==> src/rtl/hsq_pkg.sv <==
// Package: shared types and the encoder transition decoder for the
// hall-synchronised position counter.
// Assumes: encoder bits are packed as {A,B}; forward order is 00,10,11,01.
package hsq_pkg;

    typedef enum logic [1:0] {
        STEP_NONE = 2'd0,
        STEP_UP   = 2'd1,
        STEP_DN   = 2'd2,
        STEP_BAD  = 2'd3
    } step_e;

    // Classify one sample-to-sample move of the {A,B} pair.
    function automatic step_e decode_step(input logic [1:0] prev_ab,
                                          input logic [1:0] cur_ab);
        step_e res;
        if (prev_ab == cur_ab) begin
            res = STEP_NONE;
        end else if ((prev_ab ^ cur_ab) == 2'b11) begin
            res = STEP_BAD;
        end else if ((prev_ab == 2'b00 && cur_ab == 2'b10) ||
                     (prev_ab == 2'b10 && cur_ab == 2'b11) ||
                     (prev_ab == 2'b11 && cur_ab == 2'b01) ||
                     (prev_ab == 2'b01 && cur_ab == 2'b00)) begin
            res = STEP_UP;
        end else begin
            res = STEP_DN;
        end
        return res;
    endfunction

endpackage

==> src/rtl/hsq_sync.sv <==
// Module: multi-stage flip-flop synchroniser for a bus of independent bits.
// Assumes: each bit is sampled on its own; there is no bus coherence.
// Reset clears every stage, so the inputs are expected to sit at zero
// while reset is applied.
module hsq_sync #(
    parameter int WIDTH  = 1,
    parameter int STAGES = 2
) (
    input  logic             clk,
    input  logic             rst_n,
    input  logic [WIDTH-1:0] d_async,
    output logic [WIDTH-1:0] q_sync
);
    logic [WIDTH-1:0] chain_q [STAGES];

    genvar gi;
    generate
        for (gi = 0; gi < STAGES; gi++) begin : g_stage
            if (gi == 0) begin : g_first
                // First stage: capture the asynchronous input.
                always_ff @(posedge clk) begin
                    if (!rst_n) chain_q[0] <= '0;
                    else        chain_q[0] <= d_async;
                end
            end else begin : g_next
                // Later stages: let any metastability settle.
                always_ff @(posedge clk) begin
                    if (!rst_n) chain_q[gi] <= '0;
                    else        chain_q[gi] <= chain_q[gi-1];
                end
            end
        end
    endgenerate

    assign q_sync = chain_q[STAGES-1];
endmodule

==> src/rtl/hsq_quad_dec.sv <==
// Module: x4 quadrature decoder. It compares the synchronised {A,B} pair
// with the previous sample and reports a step class combinationally.
// It also registers a one-cycle error flag for a diagonal jump.
// Assumes: the inputs are already synchronised to clk.
module hsq_quad_dec
    import hsq_pkg::*;
(
    input  logic       clk,
    input  logic       rst_n,
    input  logic [1:0] ab_sync,
    output step_e      step,
    output logic       err_q
);
    logic [1:0] ab_prev_q;

    // Classify the current move against the last sample.
    always_comb begin
        step = decode_step(ab_prev_q, ab_sync);
    end

    // Remember the last sample and flag an illegal jump.
    always_ff @(posedge clk) begin
        if (!rst_n) begin
            ab_prev_q <= 2'b00;
            err_q     <= 1'b0;
        end else begin
            ab_prev_q <= ab_sync;
            err_q     <= (step == STEP_BAD);
        end
    end

    AST_ERR_ON_DIAGONAL: assert property (@(posedge clk) disable iff (!rst_n)
        ((ab_sync ^ ab_prev_q) == 2'b11) |=> err_q) else $error("diag");
endmodule

==> src/rtl/hsq_hall_det.sv <==
// Module: commutation sensor event detector. It folds the three
// synchronised lines into a parity bit. A toggle of that parity is an
// event, given combinationally for the counter and as a registered strobe.
// Assumes: the inputs are already synchronised to clk.
module hsq_hall_det (
    input  logic       clk,
    input  logic       rst_n,
    input  logic [2:0] hall_sync,
    output logic       evt,
    output logic       evt_q,
    output logic [2:0] state_q
);
    logic parity_now;
    logic parity_prev;

    // Fold the sensor lines and compare with the stored parity.
    always_comb begin
        parity_now  = ^hall_sync;
        parity_prev = ^state_q;
        evt         = parity_now ^ parity_prev;
    end

    // Keep the last sensor state and form the output strobe.
    always_ff @(posedge clk) begin
        if (!rst_n) begin
            state_q <= 3'b000;
            evt_q   <= 1'b0;
        end else begin
            state_q <= hall_sync;
            evt_q   <= evt;
        end
    end

    AST_STROBE_MEANS_PARITY_FLIP: assert property (@(posedge clk) disable iff (!rst_n)
        evt_q |-> ((^state_q) != (^$past(state_q)))) else $error("par");
endmodule

==> src/rtl/hsq_pos_counter.sv <==
// Module: signed position counter. It counts up or down on decoded
// encoder steps. A sector event clears it and first copies the old value
// into the capture register. The event takes priority over any step.
// Assumes: step and evt are single-cycle, synchronous to clk.
module hsq_pos_counter
    import hsq_pkg::*;
#(
    parameter int CNT_W = 16
) (
    input  logic                    clk,
    input  logic                    rst_n,
    input  step_e                   step,
    input  logic                    evt,
    output logic signed [CNT_W-1:0] cnt_q,
    output logic signed [CNT_W-1:0] cap_q
);
    localparam logic signed [CNT_W-1:0] ONE = CNT_W'(1);

    // Update count and capture; a clear beats a step.
    always_ff @(posedge clk) begin
        if (!rst_n) begin
            cnt_q <= '0;
            cap_q <= '0;
        end else if (evt) begin
            cap_q <= cnt_q;
            cnt_q <= '0;
        end else begin
            case (step)
                STEP_UP: cnt_q <= cnt_q + ONE;
                STEP_DN: cnt_q <= cnt_q - ONE;
                default: cnt_q <= cnt_q;
            endcase
        end
    end

    AST_ZERO_AFTER_EVENT: assert property (@(posedge clk) disable iff (!rst_n)
        evt |=> (cnt_q == '0)) else $error("zero");
    AST_CAPTURE_OLD_COUNT: assert property (@(posedge clk) disable iff (!rst_n)
        evt |=> (cap_q == $past(cnt_q))) else $error("cap");
    AST_CAPTURE_HELD: assert property (@(posedge clk) disable iff (!rst_n)
        !evt |=> $stable(cap_q)) else $error("hold");
    AST_BAD_STEP_HOLDS: assert property (@(posedge clk) disable iff (!rst_n)
        (step == STEP_BAD && !evt) |=> $stable(cnt_q)) else $error("bad");
    AST_SINGLE_STEP: assert property (@(posedge clk) disable iff (!rst_n)
        !evt |=> (cnt_q == $past(cnt_q) || cnt_q == $past(cnt_q) + ONE ||
                  cnt_q == $past(cnt_q) - ONE)) else $error("step");
endmodule

==> src/rtl/hall_sync_qcount.sv <==
// Module: top of the hall-synchronised quadrature position counter.
// It synchronises the encoder and sensor lines, decodes x4 steps, detects
// parity toggles of the sensor lines and drives the counter.
// Assumes: all inputs are held at zero while rst_n is low. Every output
// follows an input change on the third rising edge.
module hall_sync_qcount
    import hsq_pkg::*;
#(
    parameter int CNT_W       = 16,
    parameter int SYNC_STAGES = 2
) (
    input  logic                    clk,
    input  logic                    rst_n,
    input  logic                    enc_a,
    input  logic                    enc_b,
    input  logic [2:0]              hall_in,
    output logic signed [CNT_W-1:0] pos_count,
    output logic signed [CNT_W-1:0] pos_capture,
    output logic                    hall_evt,
    output logic [2:0]              hall_state,
    output logic                    quad_err
);
    logic [1:0] ab_sync;
    logic [2:0] hall_sync;
    step_e      step;
    logic       evt_now;

    hsq_sync #(.WIDTH(2), .STAGES(SYNC_STAGES)) u_sync_enc (
        .clk(clk), .rst_n(rst_n), .d_async({enc_a, enc_b}), .q_sync(ab_sync)
    );

    hsq_sync #(.WIDTH(3), .STAGES(SYNC_STAGES)) u_sync_hall (
        .clk(clk), .rst_n(rst_n), .d_async(hall_in), .q_sync(hall_sync)
    );

    hsq_quad_dec u_dec (
        .clk(clk), .rst_n(rst_n), .ab_sync(ab_sync), .step(step), .err_q(quad_err)
    );

    hsq_hall_det u_hall (
        .clk(clk), .rst_n(rst_n), .hall_sync(hall_sync), .evt(evt_now),
        .evt_q(hall_evt), .state_q(hall_state)
    );

    hsq_pos_counter #(.CNT_W(CNT_W)) u_cnt (
        .clk(clk), .rst_n(rst_n), .step(step), .evt(evt_now),
        .cnt_q(pos_count), .cap_q(pos_capture)
    );

    AST_EVENT_CLEARS_PORT: assert property (@(posedge clk) disable iff (!rst_n)
        hall_evt |-> (pos_count == '0)) else $error("port");
endmodule

==> config.mk <==
export PLATFORM = sky130hd
export DESIGN_NAME = hall_sync_qcount
export DESIGN_NICKNAME = d
export VERILOG_FILES = /design/src/rtl/hsq_pkg.sv /design/src/rtl/hsq_sync.sv /design/src/rtl/hsq_quad_dec.sv /design/src/rtl/hsq_hall_det.sv /design/src/rtl/hsq_pos_counter.sv /design/src/rtl/hall_sync_qcount.sv
export SDC_FILE = /design/constraint.sdc
export NUM_CORES = 1
export LEC_CHECK = 0
export BUFFER_PORTS_ARGS = -buffer_cell sky130_fd_sc_hd__buf_2
export CAP_MARGIN = 20
export CORE_UTILIZATION = 58
export CTS_CLUSTER_DIAMETER = 80
export CTS_CLUSTER_SIZE = 20
export DETAILED_ROUTE_END_ITERATION = 8
export PLACE_DENSITY = 0.85
export SLEW_MARGIN = 0
export SYNTH_ARGS = -nofsm -noshare
export SYNTH_HDL_FRONTEND = slang
export SYNTH_SLANG_ARGS = --single-unit
==> constraint.sdc <==
create_clock -name clk -period 6.4 [get_ports clk]
set_clock_uncertainty 0.15 [all_clocks]
set_input_delay 0.32 -clock clk [delete_from_list [all_inputs] [get_ports clk]]
set_output_delay 0.32 -clock clk [all_outputs]
set_load 0.03 [all_outputs]
### Word-level counts from Yosys, hierarchy flattened

Memory sizes are Yosys's and may differ from the RTL's.
Cells that the tools add are included.

* muxes and demuxes: 10
* $add $sub $neg: 2
* eq/ne operators: 11
* bitwise gates (word level): 7
* reductions and logical operators: 13

Operators by type and width (number)
* one-hot mux 16 bit (2 select lines): 1
* adder 16 x 2 -> 16 bit, second input constant: 1
* subtractor 16 x 2 -> 16 bit, second input constant: 1
* equality test 2 bit, second input constant: 7
* two-way mux 2 bit: 5
* equality test 2 x 1 -> 1 bit, second input constant: 3
* two-way mux 3 bit: 2
* parity 3 bit: 2
* logical AND 1 bit: 4
* zero test 2 bit: 2
* OR 1 bit: 4
* logical OR 1 bit: 3
* equality test 2 bit: 1
* two-way mux 1 bit: 2
* nonzero test 2 bit: 1
* OR reduction 2 bit: 1
* XOR 2 bit: 1
* NOT 1 bit: 1
* XOR 1 bit: 1

* memories kept: 2
* bits in writable memories: 10
* word-level logic and storage cells: 51
* register bits: 39

Memory list
* u_sync_hall.chain_q: depth 2, bits a word 3, read ports 2, clocked after Yosys merged registers in 0, write ports 2, line hsq_sync.sv:14 `logic [WIDTH-1:0] chain_q [STAGES];`
* u_sync_enc.chain_q: depth 2, bits a word 2, read ports 2, clocked after Yosys merged registers in 0, write ports 2, line hsq_sync.sv:14

### Longest topological paths before layout

* depth after elaboration: 10
* mapped depth: 14
* depth with buffers taken out: 12

### By module

A second synthesis with hierarchy kept.

* cells, all modules: 335
* area, all modules: 2897.8 sq um

By module, submodules not included
* hsq_pos_counter: cells an instance 285, area each 2316.0 sq um, instances 1, sequential area each 640.6 sq um
* hsq_hall_det: cells an instance 12, area each 162.7 sq um, instances 1, sequential area each 80.1 sq um
* hsq_sync at u_sync_hall: cells an instance 12, area each 157.7 sq um, instances 1, sequential area each 120.1 sq um
* hsq_quad_dec: cells an instance 18, area each 156.4 sq um, instances 1, sequential area each 60.1 sq um
* hsq_sync at u_sync_enc: cells an instance 8, area each 105.1 sq um, instances 1, sequential area each 80.1 sq um

### Worst setup path after synthesis

OpenSTA, ideal clock, no wires.

* path type: register -> register
* start: memory u_sync_enc.chain_q[2][0] (netlist: u_sync_enc.chain_q[1][0])
* end: register u_cnt.cnt_q[6]
* setup slack: 3104 ps
* path buffers: 2
* required time: 6134 ps
* arrival time: 3030 ps
* cell stages (with the launch flop): 15
* cell sequence: dfxtp_1 xor2_1 inv_1 ha_1 or2_1 clkbuf_1 a21o_1 buf_2 xnor2_1 ha_1 or4_4 or4_1 mux2i_1 xnor2_1 nor2_2

RTL lines
* from (decl): line hsq_sync.sv:14
* to (signal assigned): line hsq_pos_counter.sv:29 `STEP_UP: cnt_q <= cnt_q + ONE;`
* to (signal assigned): line hsq_pos_counter.sv:30 `STEP_DN: cnt_q <= cnt_q - ONE;`
* to (signal assigned): line hsq_pos_counter.sv:31 `default: cnt_q <= cnt_q;`
* to (decl): line hsq_pos_counter.sv:14 `output logic signed [CNT_W-1:0] cnt_q,`

==> impl_metrics.tcl <==
set metrics [dict create \
    top_usage_layer "met2" \
    whs_ps 71.80 \
    dp_cells 305 \
    rsz0062_at_grt "false" \
    synthDistinctLibCells 38 \
    grt_pass1_vias 1600 \
    postLayoutCoreUtil_pct 68.49 \
    max_stage_delay_ps 470 \
    crit_family "simple AND/OR/NAND/NOR gates" \
    postSynthCellCount 226 \
    grtUsageMet3_pct 6.159 \
    fin_tns_setup_ps 0 \
    final.period_utilization_pct 55.75 \
    drv_cap 0 \
    worst_setup_path_start_kind "flop" \
    use_met1_pct 28.33 \
    yosysWarnings 0 \
    area_growth_pct 13.61 \
    switching_share_pct 29.95 \
    drt_iter0_drc 70 \
    comb_power_share_pct 21.0 \
    htreeDepth 2 \
    vias 1738 \
    path_depth 12 \
    r2r-end "u_cnt.cnt_q[4]" \
    die_h_um 63.69 \
    ir_drop_uv 179.3 \
    yosysSeqAreaShare_pct 44.44 \
    cp_max_fo 12 \
    p_sw_mw 0.1907 \
    crit_path_end "u_cnt.cnt_q[4]" \
    avgRoutedWirePerCell_um 13.75 \
    clk_pin_slew_worst_paths_ps 80 \
    slowest_stage "or4_4" \
    hold_path_class "in2reg" \
    grt_max_degree 35 \
    hpwl_mm 3.054 \
    cts.repair.resized 0 \
    pre_cts_ws_ps 2870 \
    tightest_slew_ps 756.1 \
    start_util_pct 60.29 \
    max_freq_ghz 0.2803 \
    outcome "complete, no violations" \
    cts_root_buffer "clkbuf_8" \
    rows 22 \
    layout_setup_ws_ps 2832 \
    syn_nets 237 \
    die_w_um 63.69 \
    slew_headroom_pct 49.34 \
    regToRegStartpoint "u_sync_enc.chain_q[1][1]" \
    p_int_mw 0.4462 \
    cp-startpoint "u_sync_enc.chain_q[1][1]" \
    cts_tree "done" \
    drt-vias-per-instance 5.553 \
    crit_required_ps 6470 \
    end_kind "flop" \
    place_congestion 0.9010 \
    final_area_um2 2507 \
    dieArea_um2 4056 \
    ios 44 \
    port-buffer-count 43 \
    report.power.total_mw 0.6369 \
    power_density_nw_per_um2 254.0 \
    track_usage_pct 23.08 \
    antenna_cells 0 \
    drcViolationCount 0 \
    p_leak_nw 1.122 \
    fin_nets 275 \
    syn_area_per_cell_um2 9.766 \
    grt_overflow 0 \
    critPathKind "reg2reg" \
    syn_area_um2 2207 \
    clock_sinks 49 \
    reg2reg_depth 12 \
    setup_violations 0 \
    mostFrequentLayoutCell "dfxtp_1" \
    antenna_found_initial 0 \
    ant_nets 0 \
    drv_slew 0 \
    stdcell_count 313 \
    synth-seq-cells 49 \
    cts_setup_buffers 0 \
    clock_latency_ps 300 \
    grt_pass1_wl_mm 7.196 \
    cp.arrival_ps 3640 \
    wl_mm 4.303 \
    crit_buf_inv 1 \
    final_cell_mix "dfxtp_1, buf_2, mux2i_1" \
    placedInstanceArea_um2 2425 \
    drive_gt1_share_pct 21.13 \
    coreArea_um2 3661 \
    clockBufferDepth 2 \
    min_period_ps 3568 \
    numCtsBuffers 5 \
    power.share.sequential_pct 52.2 \
    gr-usage-met2_pct 38.70 \
    ctsHoldBuffers 0 \
    reg2reg_slack_ps 2830 \
    crit_chain "xor2_1, inv_1, ha_1, or2_1, a21o_1, xnor2_1, ha_1, or4_4, a211oi_1, a21oi_1, or3_1, a21oi_1" \
    clkPwrFrac_pct 26.8 \
    final_hold_viol_count 0 \
    dr.pass1.iters 4 \
]
-- sequential cells by signal, summed over array words and instances, names as in the netlist --
name and cells:
u_cnt.cap_q 16, u_cnt.cnt_q 16, u_dec.ab_prev_q 2, u_dec.err_q 1, u_hall.evt_q 1, u_hall.state_q 3, u_sync_enc.chain_q 4, u_sync_hall.chain_q 6
-- layout make-up --
class	instances	area, µm²
well taps	48	60.06
clock inverters	2	10.01
clock buffers	6	72.57
fillers	316	1154
multi-input cells	157	1135
repair buffers	44	222.7
inverters	7	26.28
flip-flops and latches	49	980.9
-- per-layer routing --
layer | vias up | wire length (µm)
met5 | - | 0
met4 | 0 | 46
met3 | 5 | 194
met2 | 52 | 2011
met1 | 817 | 2050
li1 | 864 | -
-- cells by family (layout without fill, tap and decap cells) --
kind of cell             Yosys count  in the layout  share of synthesized area [%]
AO/OA/AOI/OAI                     18             18                          5.953
adder cells (fa/ha/maj)            4              4                          2.268
XOR/XNOR                          22             22                          9.071
buffers and inverters             20             59                          4.138
multiplexers                      23             23                          10.43
AND/OR/NAND/NOR                   90             90                          23.70
flip-flops                        49             49                          44.44
-- Yosys cell counts --
library cell / instances / area (µm²)
a32oi_1: 5 / 43.79
nor2b_1: 17 / 106.4
or2_1: 1 / 6.260
or4_4: 1 / 11.26
and3_1: 2 / 12.51
buf_2: 4 / 20.02
xnor2_2: 1 / 16.27
and4_1: 1 / 8.760
or4b_1: 1 / 10.01
dfxtp_1: 49 / 980.9
nor4_1: 9 / 56.30
buf_1: 1 / 3.750
or3_1: 3 / 18.77
o21ai_0: 2 / 10.01
buf_6: 1 / 11.26
nor2_1: 16 / 60.06
a31oi_1: 1 / 6.260
nor2_2: 1 / 6.260
o21a_1: 1 / 7.510
and2_1: 16 / 100.1
nand4_1: 4 / 25.02
a211oi_1: 2 / 15.01
inv_1: 7 / 26.28
buf_4: 1 / 7.510
nor3_1: 7 / 35.03
nand2_1: 2 / 7.510
or4_1: 5 / 37.54
xnor2_1: 12 / 105.1
a21oi_1: 3 / 15.01
mux2i_1: 23 / 230.2
or2_2: 1 / 6.260
xor2_1: 9 / 78.83
nand3_1: 3 / 15.01
ha_1: 4 / 50.05
clkbuf_1: 6 / 22.52
a2111oi_0: 2 / 17.52
a21o_1: 1 / 7.510
a21oi_2: 1 / 8.760
-- worst min-delay path by stage --
stage,start,end,depth (start not counted)
floorplan,u_sync_enc.chain_q[0][0],u_sync_enc.chain_q[1][0],1
global placement,u_sync_hall.chain_q[0][2],u_sync_hall.chain_q[1][2],1
detailed placement,u_sync_hall.chain_q[0][1],u_sync_hall.chain_q[1][1],1
CTS,hall_in[0],u_sync_hall.chain_q[0][0],2
global route,hall_in[2],u_sync_hall.chain_q[0][2],2
finish,hall_in[0],u_sync_hall.chain_q[0][0],2
-- power by group through the flow --
stage,logic (mW),registers (mW),clock network [mW]
2_1_floorplan,0.0910,0.353,0
3_3_place_gp,0.132,0.339,0
3_5_place_dp,0.134,0.339,0
4_1_cts,0.135,0.332,0.176
5_1_grt,0.147,0.334,0.190
6_report,0.134,0.332,0.171
Power figures use the tool's default switching activity.
